--- config.mk ---
export PLATFORM = sky130hd
export DESIGN_NAME = irq_xfer_seq
export DESIGN_NICKNAME = d
export VERILOG_FILES = /design/src/rtl/irq_seq_pkg.sv /design/src/rtl/irq_vec_addr.sv /design/src/rtl/irq_stack_unit.sv /design/src/rtl/irq_ctx_regs.sv /design/src/rtl/irq_xfer_seq.sv
export SDC_FILE = /design/constraint.sdc
export NUM_CORES = 1
export LEC_CHECK = 0
export ABC_AREA = 1
export BUFFER_PORTS_ARGS = -buffer_cell sky130_fd_sc_hd__buf_2
export CAP_MARGIN = 20
export CORE_ASPECT_RATIO = 1.25
export CORE_MARGIN = 2
export CORE_UTILIZATION = 55
export DETAILED_ROUTE_END_ITERATION = 10
export GPL_ROUTABILITY_DRIVEN = 0
export PLACE_DENSITY = 0.88
export SLEW_MARGIN = 20
export SYNTH_ARGS = -nofsm -noshare
export SYNTH_HDL_FRONTEND = slang
export SYNTH_SLANG_ARGS = --single-unit
--- constraint.sdc ---
create_clock -name clk_i -period 6.6 [get_ports clk_i]
set_input_delay 0.33 -clock clk_i [delete_from_list [all_inputs] [get_ports clk_i]]
set_output_delay 0.33 -clock clk_i [all_outputs]
set_load 0.01 [all_outputs]
--- src/rtl/irq_seq_pkg.sv ---
package irq_seq_pkg;
  localparam int DW = 32;
  localparam int CW = 16;
  localparam int IE_BIT = 9;
  localparam int TR_BIT = 8;
  localparam logic [DW-1:0] FLAG_KEEP = ~((DW'(1) << IE_BIT) | (DW'(1) << TR_BIT));

  typedef enum logic [3:0] {
    ST_IDLE,
    ST_PSH_FL,
    ST_PSH_CS,
    ST_PSH_IP,
    ST_LD_IP,
    ST_LD_CS,
    ST_POP_IP,
    ST_POP_CS,
    ST_POP_FL
  } seq_st_e;
endpackage

--- src/rtl/irq_vec_addr.sv ---
module irq_vec_addr #(
  parameter int AW = 32,
  parameter int VW = 8
) (
  input  logic          prot_i,
  input  logic [VW-1:0] vec_i,
  input  logic [AW-1:0] base_i,
  input  logic          hi_i,
  output logic [AW-1:0] addr_o
);
  localparam int PROT_SH = 3;
  localparam int REAL_SH = 2;
  localparam logic [AW-1:0] PROT_HI = AW'(4);
  localparam logic [AW-1:0] REAL_HI = AW'(2);

  logic [AW-1:0] vec_ext;
  assign vec_ext = AW'(vec_i);

  always_comb begin
    if (prot_i) addr_o = base_i + (vec_ext << PROT_SH) + (hi_i ? PROT_HI : '0);
    else        addr_o = (vec_ext << REAL_SH) + (hi_i ? REAL_HI : '0);
  end
endmodule

--- src/rtl/irq_stack_unit.sv ---
module irq_stack_unit #(
  parameter int AW       = 32,
  parameter int WIDE_B   = 4,
  parameter int NARROW_B = 2
) (
  input  logic          clk_i,
  input  logic          rst_ni,
  input  logic          load_i,
  input  logic [AW-1:0] load_val_i,
  input  logic          wide_i,
  input  logic          dec_i,
  input  logic          inc_i,
  output logic [AW-1:0] sp_o,
  output logic [AW-1:0] push_addr_o
);
  localparam logic [AW-1:0] STEP_W = AW'(WIDE_B);
  localparam logic [AW-1:0] STEP_N = AW'(NARROW_B);

  logic [AW-1:0] sp_q, step;
  assign step        = wide_i ? STEP_W : STEP_N;
  assign push_addr_o = sp_q - step;
  assign sp_o        = sp_q;

  always_ff @(posedge clk_i or negedge rst_ni) begin
    if (!rst_ni)     sp_q <= '0;
    else if (load_i) sp_q <= load_val_i;
    else if (dec_i)  sp_q <= push_addr_o;
    else if (inc_i)  sp_q <= sp_q + step;
  end
endmodule

--- src/rtl/irq_ctx_regs.sv ---
module irq_ctx_regs
  import irq_seq_pkg::*;
(
  input  logic          clk_i,
  input  logic          rst_ni,
  input  logic          take_i,
  input  logic          ret_i,
  input  logic [DW-1:0] flags_i,
  input  logic [CW-1:0] cs_i,
  input  logic [DW-1:0] ip_save_i,
  input  logic          wide_i,
  input  logic [DW-1:0] rdata_i,
  input  logic          wr_ip_i,
  input  logic          wr_cs_i,
  input  logic          wr_fl_i,
  output logic [DW-1:0] sv_flags_o,
  output logic [CW-1:0] sv_cs_o,
  output logic [DW-1:0] sv_ip_o,
  output logic [DW-1:0] flags_o,
  output logic [CW-1:0] cs_o,
  output logic [DW-1:0] ip_o
);
  localparam int HW = DW / 2;

  logic [DW-1:0] fl_q, ip_q, svf_q, svi_q;
  logic [CW-1:0] cs_q, svc_q;
  logic [DW-1:0] rd_ip, rd_fl;

  assign rd_ip = wide_i ? rdata_i : {{HW{1'b0}}, rdata_i[HW-1:0]};
  assign rd_fl = wide_i ? rdata_i : {fl_q[DW-1:HW], rdata_i[HW-1:0]};

  always_ff @(posedge clk_i or negedge rst_ni) begin
    if (!rst_ni) begin
      fl_q  <= '0;
      ip_q  <= '0;
      cs_q  <= '0;
      svf_q <= '0;
      svi_q <= '0;
      svc_q <= '0;
    end else if (take_i) begin
      svf_q <= flags_i;
      svc_q <= cs_i;
      svi_q <= ip_save_i;
      fl_q  <= flags_i & FLAG_KEEP;
    end else if (ret_i) begin
      fl_q <= flags_i;
    end else begin
      if (wr_ip_i) ip_q <= rd_ip;
      if (wr_cs_i) cs_q <= rdata_i[CW-1:0];
      if (wr_fl_i) fl_q <= rd_fl;
    end
  end

  assign sv_flags_o = svf_q;
  assign sv_cs_o    = svc_q;
  assign sv_ip_o    = svi_q;
  assign flags_o    = fl_q;
  assign cs_o       = cs_q;
  assign ip_o       = ip_q;
endmodule

--- src/rtl/irq_xfer_seq.sv ---
module irq_xfer_seq
  import irq_seq_pkg::*;
#(
  parameter int AW = 32,
  parameter int VW = 8
) (
  input  logic          clk_i,
  input  logic          rst_ni,
  input  logic          take_i,
  input  logic          ret_i,
  input  logic [VW-1:0] vec_i,
  input  logic          prot_i,
  input  logic          trap_i,
  input  logic [DW-1:0] flags_i,
  input  logic [CW-1:0] cs_i,
  input  logic [DW-1:0] ip_i,
  input  logic [DW-1:0] ip_next_i,
  input  logic [AW-1:0] tbl_base_i,
  input  logic [AW-1:0] sp_i,
  output logic          mem_req_o,
  output logic          mem_we_o,
  output logic          mem_wide_o,
  output logic [AW-1:0] mem_addr_o,
  output logic [DW-1:0] mem_wdata_o,
  input  logic [DW-1:0] mem_rdata_i,
  input  logic          mem_ready_i,
  output logic          busy_o,
  output logic          done_o,
  output logic [AW-1:0] sp_o,
  output logic [CW-1:0] cs_o,
  output logic [DW-1:0] ip_o,
  output logic [DW-1:0] flags_o
);
  localparam int HW = DW / 2;

  seq_st_e st_q, st_d;
  logic prot_q, done_q;
  logic [VW-1:0] vec_q;
  logic [AW-1:0] base_q;

  logic idle, go_take, go_ret, fire, is_push, is_pop, last;
  logic [AW-1:0] push_addr, tbl_addr, sp_cur;
  logic [DW-1:0] sv_flags, sv_ip, wd_raw;
  logic [CW-1:0] sv_cs;

  assign idle    = (st_q == ST_IDLE);
  assign go_take = take_i & idle;
  assign go_ret  = ret_i & ~take_i & idle;
  assign fire    = mem_req_o & mem_ready_i;
  assign is_push = (st_q == ST_PSH_FL) | (st_q == ST_PSH_CS) | (st_q == ST_PSH_IP);
  assign is_pop  = (st_q == ST_POP_IP) | (st_q == ST_POP_CS) | (st_q == ST_POP_FL);
  assign last    = (st_q == ST_LD_CS) | (st_q == ST_POP_FL);

  always_comb begin
    st_d = st_q;
    unique case (st_q)
      ST_IDLE:   if (go_take) st_d = ST_PSH_FL; else if (go_ret) st_d = ST_POP_IP;
      ST_PSH_FL: if (fire) st_d = ST_PSH_CS;
      ST_PSH_CS: if (fire) st_d = ST_PSH_IP;
      ST_PSH_IP: if (fire) st_d = ST_LD_IP;
      ST_LD_IP:  if (fire) st_d = ST_LD_CS;
      ST_LD_CS:  if (fire) st_d = ST_IDLE;
      ST_POP_IP: if (fire) st_d = ST_POP_CS;
      ST_POP_CS: if (fire) st_d = ST_POP_FL;
      ST_POP_FL: if (fire) st_d = ST_IDLE;
      default:   st_d = ST_IDLE;
    endcase
  end

  always_ff @(posedge clk_i or negedge rst_ni) begin
    if (!rst_ni) begin
      st_q   <= ST_IDLE;
      prot_q <= 1'b0;
      vec_q  <= '0;
      base_q <= '0;
      done_q <= 1'b0;
    end else begin
      st_q   <= st_d;
      done_q <= fire & last;
      if (go_take | go_ret) prot_q <= prot_i;
      if (go_take) begin
        vec_q  <= vec_i;
        base_q <= tbl_base_i;
      end
    end
  end

  irq_stack_unit #(.AW(AW)) u_stack (
    .clk_i      (clk_i),
    .rst_ni     (rst_ni),
    .load_i     (go_take | go_ret),
    .load_val_i (sp_i),
    .wide_i     (prot_q),
    .dec_i      (fire & is_push),
    .inc_i      (fire & is_pop),
    .sp_o       (sp_cur),
    .push_addr_o(push_addr)
  );

  irq_vec_addr #(.AW(AW), .VW(VW)) u_vec (
    .prot_i (prot_q),
    .vec_i  (vec_q),
    .base_i (base_q),
    .hi_i   (st_q == ST_LD_CS),
    .addr_o (tbl_addr)
  );

  irq_ctx_regs u_ctx (
    .clk_i      (clk_i),
    .rst_ni     (rst_ni),
    .take_i     (go_take),
    .ret_i      (go_ret),
    .flags_i    (flags_i),
    .cs_i       (cs_i),
    .ip_save_i  (trap_i ? ip_next_i : ip_i),
    .wide_i     (prot_q),
    .rdata_i    (mem_rdata_i),
    .wr_ip_i    (fire & ((st_q == ST_LD_IP) | (st_q == ST_POP_IP))),
    .wr_cs_i    (fire & ((st_q == ST_LD_CS) | (st_q == ST_POP_CS))),
    .wr_fl_i    (fire & (st_q == ST_POP_FL)),
    .sv_flags_o (sv_flags),
    .sv_cs_o    (sv_cs),
    .sv_ip_o    (sv_ip),
    .flags_o    (flags_o),
    .cs_o       (cs_o),
    .ip_o       (ip_o)
  );

  always_comb begin
    unique case (st_q)
      ST_PSH_FL: wd_raw = sv_flags;
      ST_PSH_CS: wd_raw = DW'(sv_cs);
      ST_PSH_IP: wd_raw = sv_ip;
      default:   wd_raw = '0;
    endcase
  end

  assign mem_req_o   = ~idle;
  assign mem_we_o    = is_push;
  assign mem_wide_o  = prot_q;
  assign mem_addr_o  = is_push ? push_addr : (is_pop ? sp_cur : tbl_addr);
  assign mem_wdata_o = prot_q ? wd_raw : {{HW{1'b0}}, wd_raw[HW-1:0]};
  assign busy_o      = ~idle;
  assign done_o      = done_q;
  assign sp_o        = sp_cur;
endmodule

# After elaboration in Yosys (flattened, before gate mapping)
# Index checks and enable logic that the tools add are counted.
[totals] regBits=238 in_bits=223
[classes] add_sub_neg=5 n_eq_ne=16 n_mux=27 bitwise=22 n_reduce_logical=9
[op_table] op="$mux 32" n=13
[op_table] op="$pmux 32 s3" n=1
[op_table] op="$add 32x32->32" n=2
[op_table] op="$mux 4" n=9
[op_table] op="$add 32x11->32" n=1
[op_table] op="$pmux 4 s8" n=1
[op_table] op="$sub 32x32->32" n=1
[op_table] op="$eq 4x3->1 const B" n=4
[op_table] op="$ne 2x2->1 const B" n=6
[op_table] op="$add 10x2->11" n=1
[op_table] op="$and 1x1->1" n=10
[op_table] op="$reduce_bool 3->1" n=3
[op_table] op="$eq 4x2->1 const B" n=2
[op_table] op="$or 1x1->1" n=8
[op_table] op="$reduce_and 8->1" n=1
[op_table] op="$mux 3" n=2
[op_table] op="$reduce_and 3->1" n=2
[op_table] op="$eq 4x1->1 const B" n=1
[op_table] op="$eq 4x4->1 const B" n=1
[op_table] op="$logic_not 4->1" n=1
[op_table] op="$not 1->1" n=4
[op_table] op="$ne 3x1->1 const B" n=1
[op_table] op="$mux 2" n=1
[op_table] op="$ne 2x1->1 const B" n=1
[op_table] op="other kinds (2)" n=2

# Longest topological paths before layout
[depth] ltp_word=7 mapped_depth=19

# By module
# From an unflattened synthesis, not the netlist that was laid out.
[hier_totals] hier_cells=2279 hier_area_um2=15269.6
[by_module_without_submodules] mod="irq_ctx_regs" instances=1 cells_per_inst=732 area_per_inst_um2=6406.1 seq_area_each_um2=4003.8
[by_module_without_submodules] mod="irq_stack_unit" instances=1 cells_per_inst=688 area_per_inst_um2=3819.9 seq_area_each_um2=800.8
[by_module_without_submodules] mod="irq_xfer_seq" instances=1 cells_per_inst=552 area_per_inst_um2=3582.2 seq_area_each_um2=1151.1
[by_module_without_submodules] mod="irq_vec_addr" instances=1 cells_per_inst=307 area_per_inst_um2=1461.4 seq_area_each_um2=0.0

# Worst setup path after synthesis
# OpenSTA, ideal clock, no wires.
[synth_timing] path_type="register -> output" from="register prot_q, in the netlist mem_wide_o" to="output port mem_addr_o[25]" arrival_time_ns=3.081 t_required_ns=6.270 setup_slack_ns=3.189 stages_incl_launch_ff=17 n_path_buf=3 path_cell_list="dfrtp_1 > clkbuf_1 > inv_1 > buf_2 > buf_1 > ha_1 > inv_1 > fa_1 > nor2_2 > nand2_1 > nor2_2 > nand3_2 > nor2_4 > nand3_1 > nand2_1 > nor2_1 > a21oi_1"
[synth_via] elab_chain_len=3 word_cells_on_any_way=5 cone_classes="add/sub: 1; mux: 4"
[synth_lines] element="start, declared" line="irq_xfer_seq.sv:37" source="logic prot_q, done_q;"
[synth_lines] element="start signal, assigned" line="irq_xfer_seq.sv:80" source="if (go_take | go_ret) prot_q <= prot_i;"
[synth_lines] element="$mux 3 or $mux 32 (tied branches)" line="irq_stack_unit.sv:20, irq_vec_addr.sv:20"
[synth_lines] element="$sub 32x32->32 or $mux 32 (tied branches)" line="irq_stack_unit.sv:21, irq_xfer_seq.sv:141"
[synth_lines] element="$mux 32 *" line="irq_xfer_seq.sv:141" source="assign mem_addr_o = is_push ? push_addr : (is_pop ? sp_cur : tbl_addr);"
[synth_lines] element="end, declared" line="irq_xfer_seq.sv:23" source="output logic [AW-1:0] mem_addr_o,"
# Mark *: on every way between the ends. The rest lies on a longest branch, timed or not.

# Worst setup path after layout
[layout_timing] from="register prot_q, in the netlist mem_wide_o" to="output port mem_addr_o[27]"
# The elaborated chain is that of the path after synthesis.

==> metrics <==
outcome finished clean; pin count of the biggest net entering global routing 162; later-pin clock latency in the skew report approximately 0.55 ns; Total Wirelength 56.5 mm; top-level port count slightly above 400; detailed placement HPWL approximately 40 mm; wl on met1 18.2 mm; relative area change from synthesis to final layout 24.5%; distinct cell type count of the synthesized netlist 44; Relative slew margins 27.7%; global routing usage summed across all routing layers around 40%; most frequent cells in the layout nand2_1 (766), buf_2 (402), dfrtp_1 (238); final worst clock skew 0.0204 ns; Die Y between 150 and 200 um; post-route DRC violation count 0; Max clock buf depth 3; buffers inserted by post-CTS timing repair 0; per-cell via count in the routed design 5.81; CP endpoint kind primary output; number of sinks handled by clock tree synthesis 238; total die area 27700 sq um; peak ir drop on the vdd network 0.346 mV; Highest Signal Layer met5; unrepaired setup endpoints after global routing false; NumNets Final about 2700; routed via count 16600; final core utilization slightly below 70%; Crit Path Category flop to primary output; DR WL met2 roughly 26 mm; fraction of final layout cells sized beyond drive strength 1 20.0%; Seq cells post-synth approximately 240; Hold WS between 0.01 and 0.015 ns; worst min-delay path class primary input to flop; cell area after synthesis 14500 sq um; Overall Power 9.52 mW; static leakage power 9.38 nW; IO Port Bufs 403; number of standard-cell rows in the floorplan 66; area inside the core boundary 26000 sq um; cells resized by post-CTS repair 0; fill cell count roughly 2100; TritonCTS Buffers 26; actual transition at the worst max-transition pin around 1.1 ns; Setup WS post-layout about 2.3 ns; power density over the cells 527 nW/um^2; first-pass GRT wire length 85.0 mm; Setup Total Neg Slack 0 ns; peak clock frequency supported by timing ~230 MHz; leading cell type in the layout, fill and taps excluded nand2_1; clock root buffer clkbuf_16; register area share after synthesis 41.1%; number of synthesis warnings 0; net count after synthesis about 2300; effective utilization at floorplan a little under three fifths; Synth Area per Inst 6.91 sq um; total congestion overflow after global routing 0; number of antenna-violating nets in the routed design 0; Worst Path Required 6.27 ns; final worst-path cycle share 65.2%; total number of H-tree levels 1; peak fanout along the critical path 33; placement-stage worst setup slack slightly below 3 ns; Crit path arrival time 3.97 ns; final setup fails 0; TritonCTS clock tree done; initial antenna violation count 7; Fin. Hold Viols 0; final slew viol count 0; vias in the first global route 15800; max capacitance violation total 0; Critical Path Source Type flop; time the final worst path needs with I/O delays and setup 4.30 ns; mean routed wirelength per cell between 15 and 20 um; detailed route wirelength on metal3 just under 7 mm; clock slew at the register clock pins of the worst setup and hold paths 0.07 ns; number of instances in the synthesized netlist 2100; router iterations before antenna repair 9; width of the die 149 um; number of violations reported at the end of detailed-routing iteration 0 1745
-- path summary, 6_finish.rpt --
check	startpoint	end	slack (ns)	cells past startpoint
min in group asynchronous	rst_ni	vec_q[2]	0.37	2
setup / recovery	mem_wide_o	mem_addr_o[27]	2.30	15
setup reg to reg	mem_wide_o	u_stack.sp_o[19]	2.95	15
max in group asynchronous	rst_ni	u_ctx.cs_o[0]	4.92	3
hold reg to reg	u_ctx.sv_cs_o[2]	u_ctx.sv_cs_o[2]	0.48	2
hold / removal	tbl_base_i[22]	base_q[22]	0.01	3
-- report_power, final --
part	internal [mW]	switching, mW
clock network	1.06	0.649
registers	2.14	0.754
logic	1.62	3.29
-- area by class of cell --
type / instances / area (sq um) / share of cell area, %
antenna: 6 / 15.0 / 0.0831
clock buffer: 34 / 772 / 4.27
clock inverter: 14 / 241 / 1.34
inverter: 206 / 781 / 4.32
multi-input combinational: 1547 / 7220 / 40.0
sequential: 238 / 5960 / 33.0
tap: 340 / 425 / 2.36
timing repair buffer: 465 / 2650 / 14.7
-- Yosys cell counts, drive strengths merged --
cell type / instances / area share, %
a22oi: 5 / 0.26
o221ai: 14 / 0.97
a21oi: 80 / 2.8
nand3: 160 / 5.6
inv: 205 / 5.3
nor3: 16 / 0.55
xor2: 26 / 1.6
nor2: 185 / 5.4
clkbuf: 46 / 1.2
o211ai: 36 / 1.9
fa: 3 / 0.41
nand4: 12 / 0.52
dfrtp: 238 / 41
nand3b: 3 / 0.16
o2111ai: 2 / 0.12
a31oi: 19 / 0.82
a21o: 1 / 0.052
clkinv: 1 / 0.026
o21ai: 180 / 6.3
buf: 63 / 2.7
or2: 3 / 0.13
xnor2: 5 / 0.30
and2: 3 / 0.13
o22ai: 3 / 0.13
nand2: 774 / 20
a21boi: 4 / 0.21
ha: 13 / 1.1
-- sequential cells by signal, summed over array words and instances (netlist names) --
register	cells
u_ctx.sv_flags_o	32
u_ctx.cs_o	16
u_stack.sp_o	32
st_q	4
u_ctx.flags_o	32
u_ctx.sv_ip_o	32
vec_q	8
mem_wide_o	1
u_ctx.sv_cs_o	16
done_o	1
base_q	32
u_ctx.ip_o	32
-- routing by layer --
| layer | up-vias | track usage (%) |
|---|---|---|
| li1 | 7489 | - |
| met1 | 7490 | 44.1 |
| met2 | 1213 | 65.6 |
| met3 | 362 | 10.6 |
| met4 | 4 | 30.2 |
| met5 | - | 0 |
-- cells by family (layout without fill, tap and decap cells) --
group	Yosys count	in the layout	share of synthesized area [%]
simple gates	1156	1156	32.8
compound gates	344	344	13.5
buf+inv	315	719	9.26
flops	238	238	41.1
xor+xnor	31	31	1.87
fa+ha+maj	16	16	1.54
other cells	0	6	0
-- stage by stage --
stage                     cells  cell area [sq um]
after floorplan            2100              14500
after global placement     2742              16500
after detailed placement   2742              16500
after CTS                  2843              18000
after global routing       2848              18100
final                      2850              18100
-- critical path: stages, from the launching register on --
cell and delay, ns:
dfrtp_1 0.79, inv_1 0.17, buf_4 0.39, ha_1 0.24, inv_1 0.06, fa_1 0.40
nor2_2 0.13, nand2_1 0.12, nor2_2 0.23, nand3_2 0.17, nor2_4 0.19, nand3_1 0.12
nand2_1 0.09, nor2_1 0.04, a21oi_1 0.14, buf_2 0.15
-- what timing repair did --
| action | CTS | global route |
|---|---|---|
| setup endpoints to repair | 0 | 0 |
| endpoints found under the hold margin | 129 | 0 |
| hold buffers | 53 | 0 |
(Power assumes the default switching activity.)
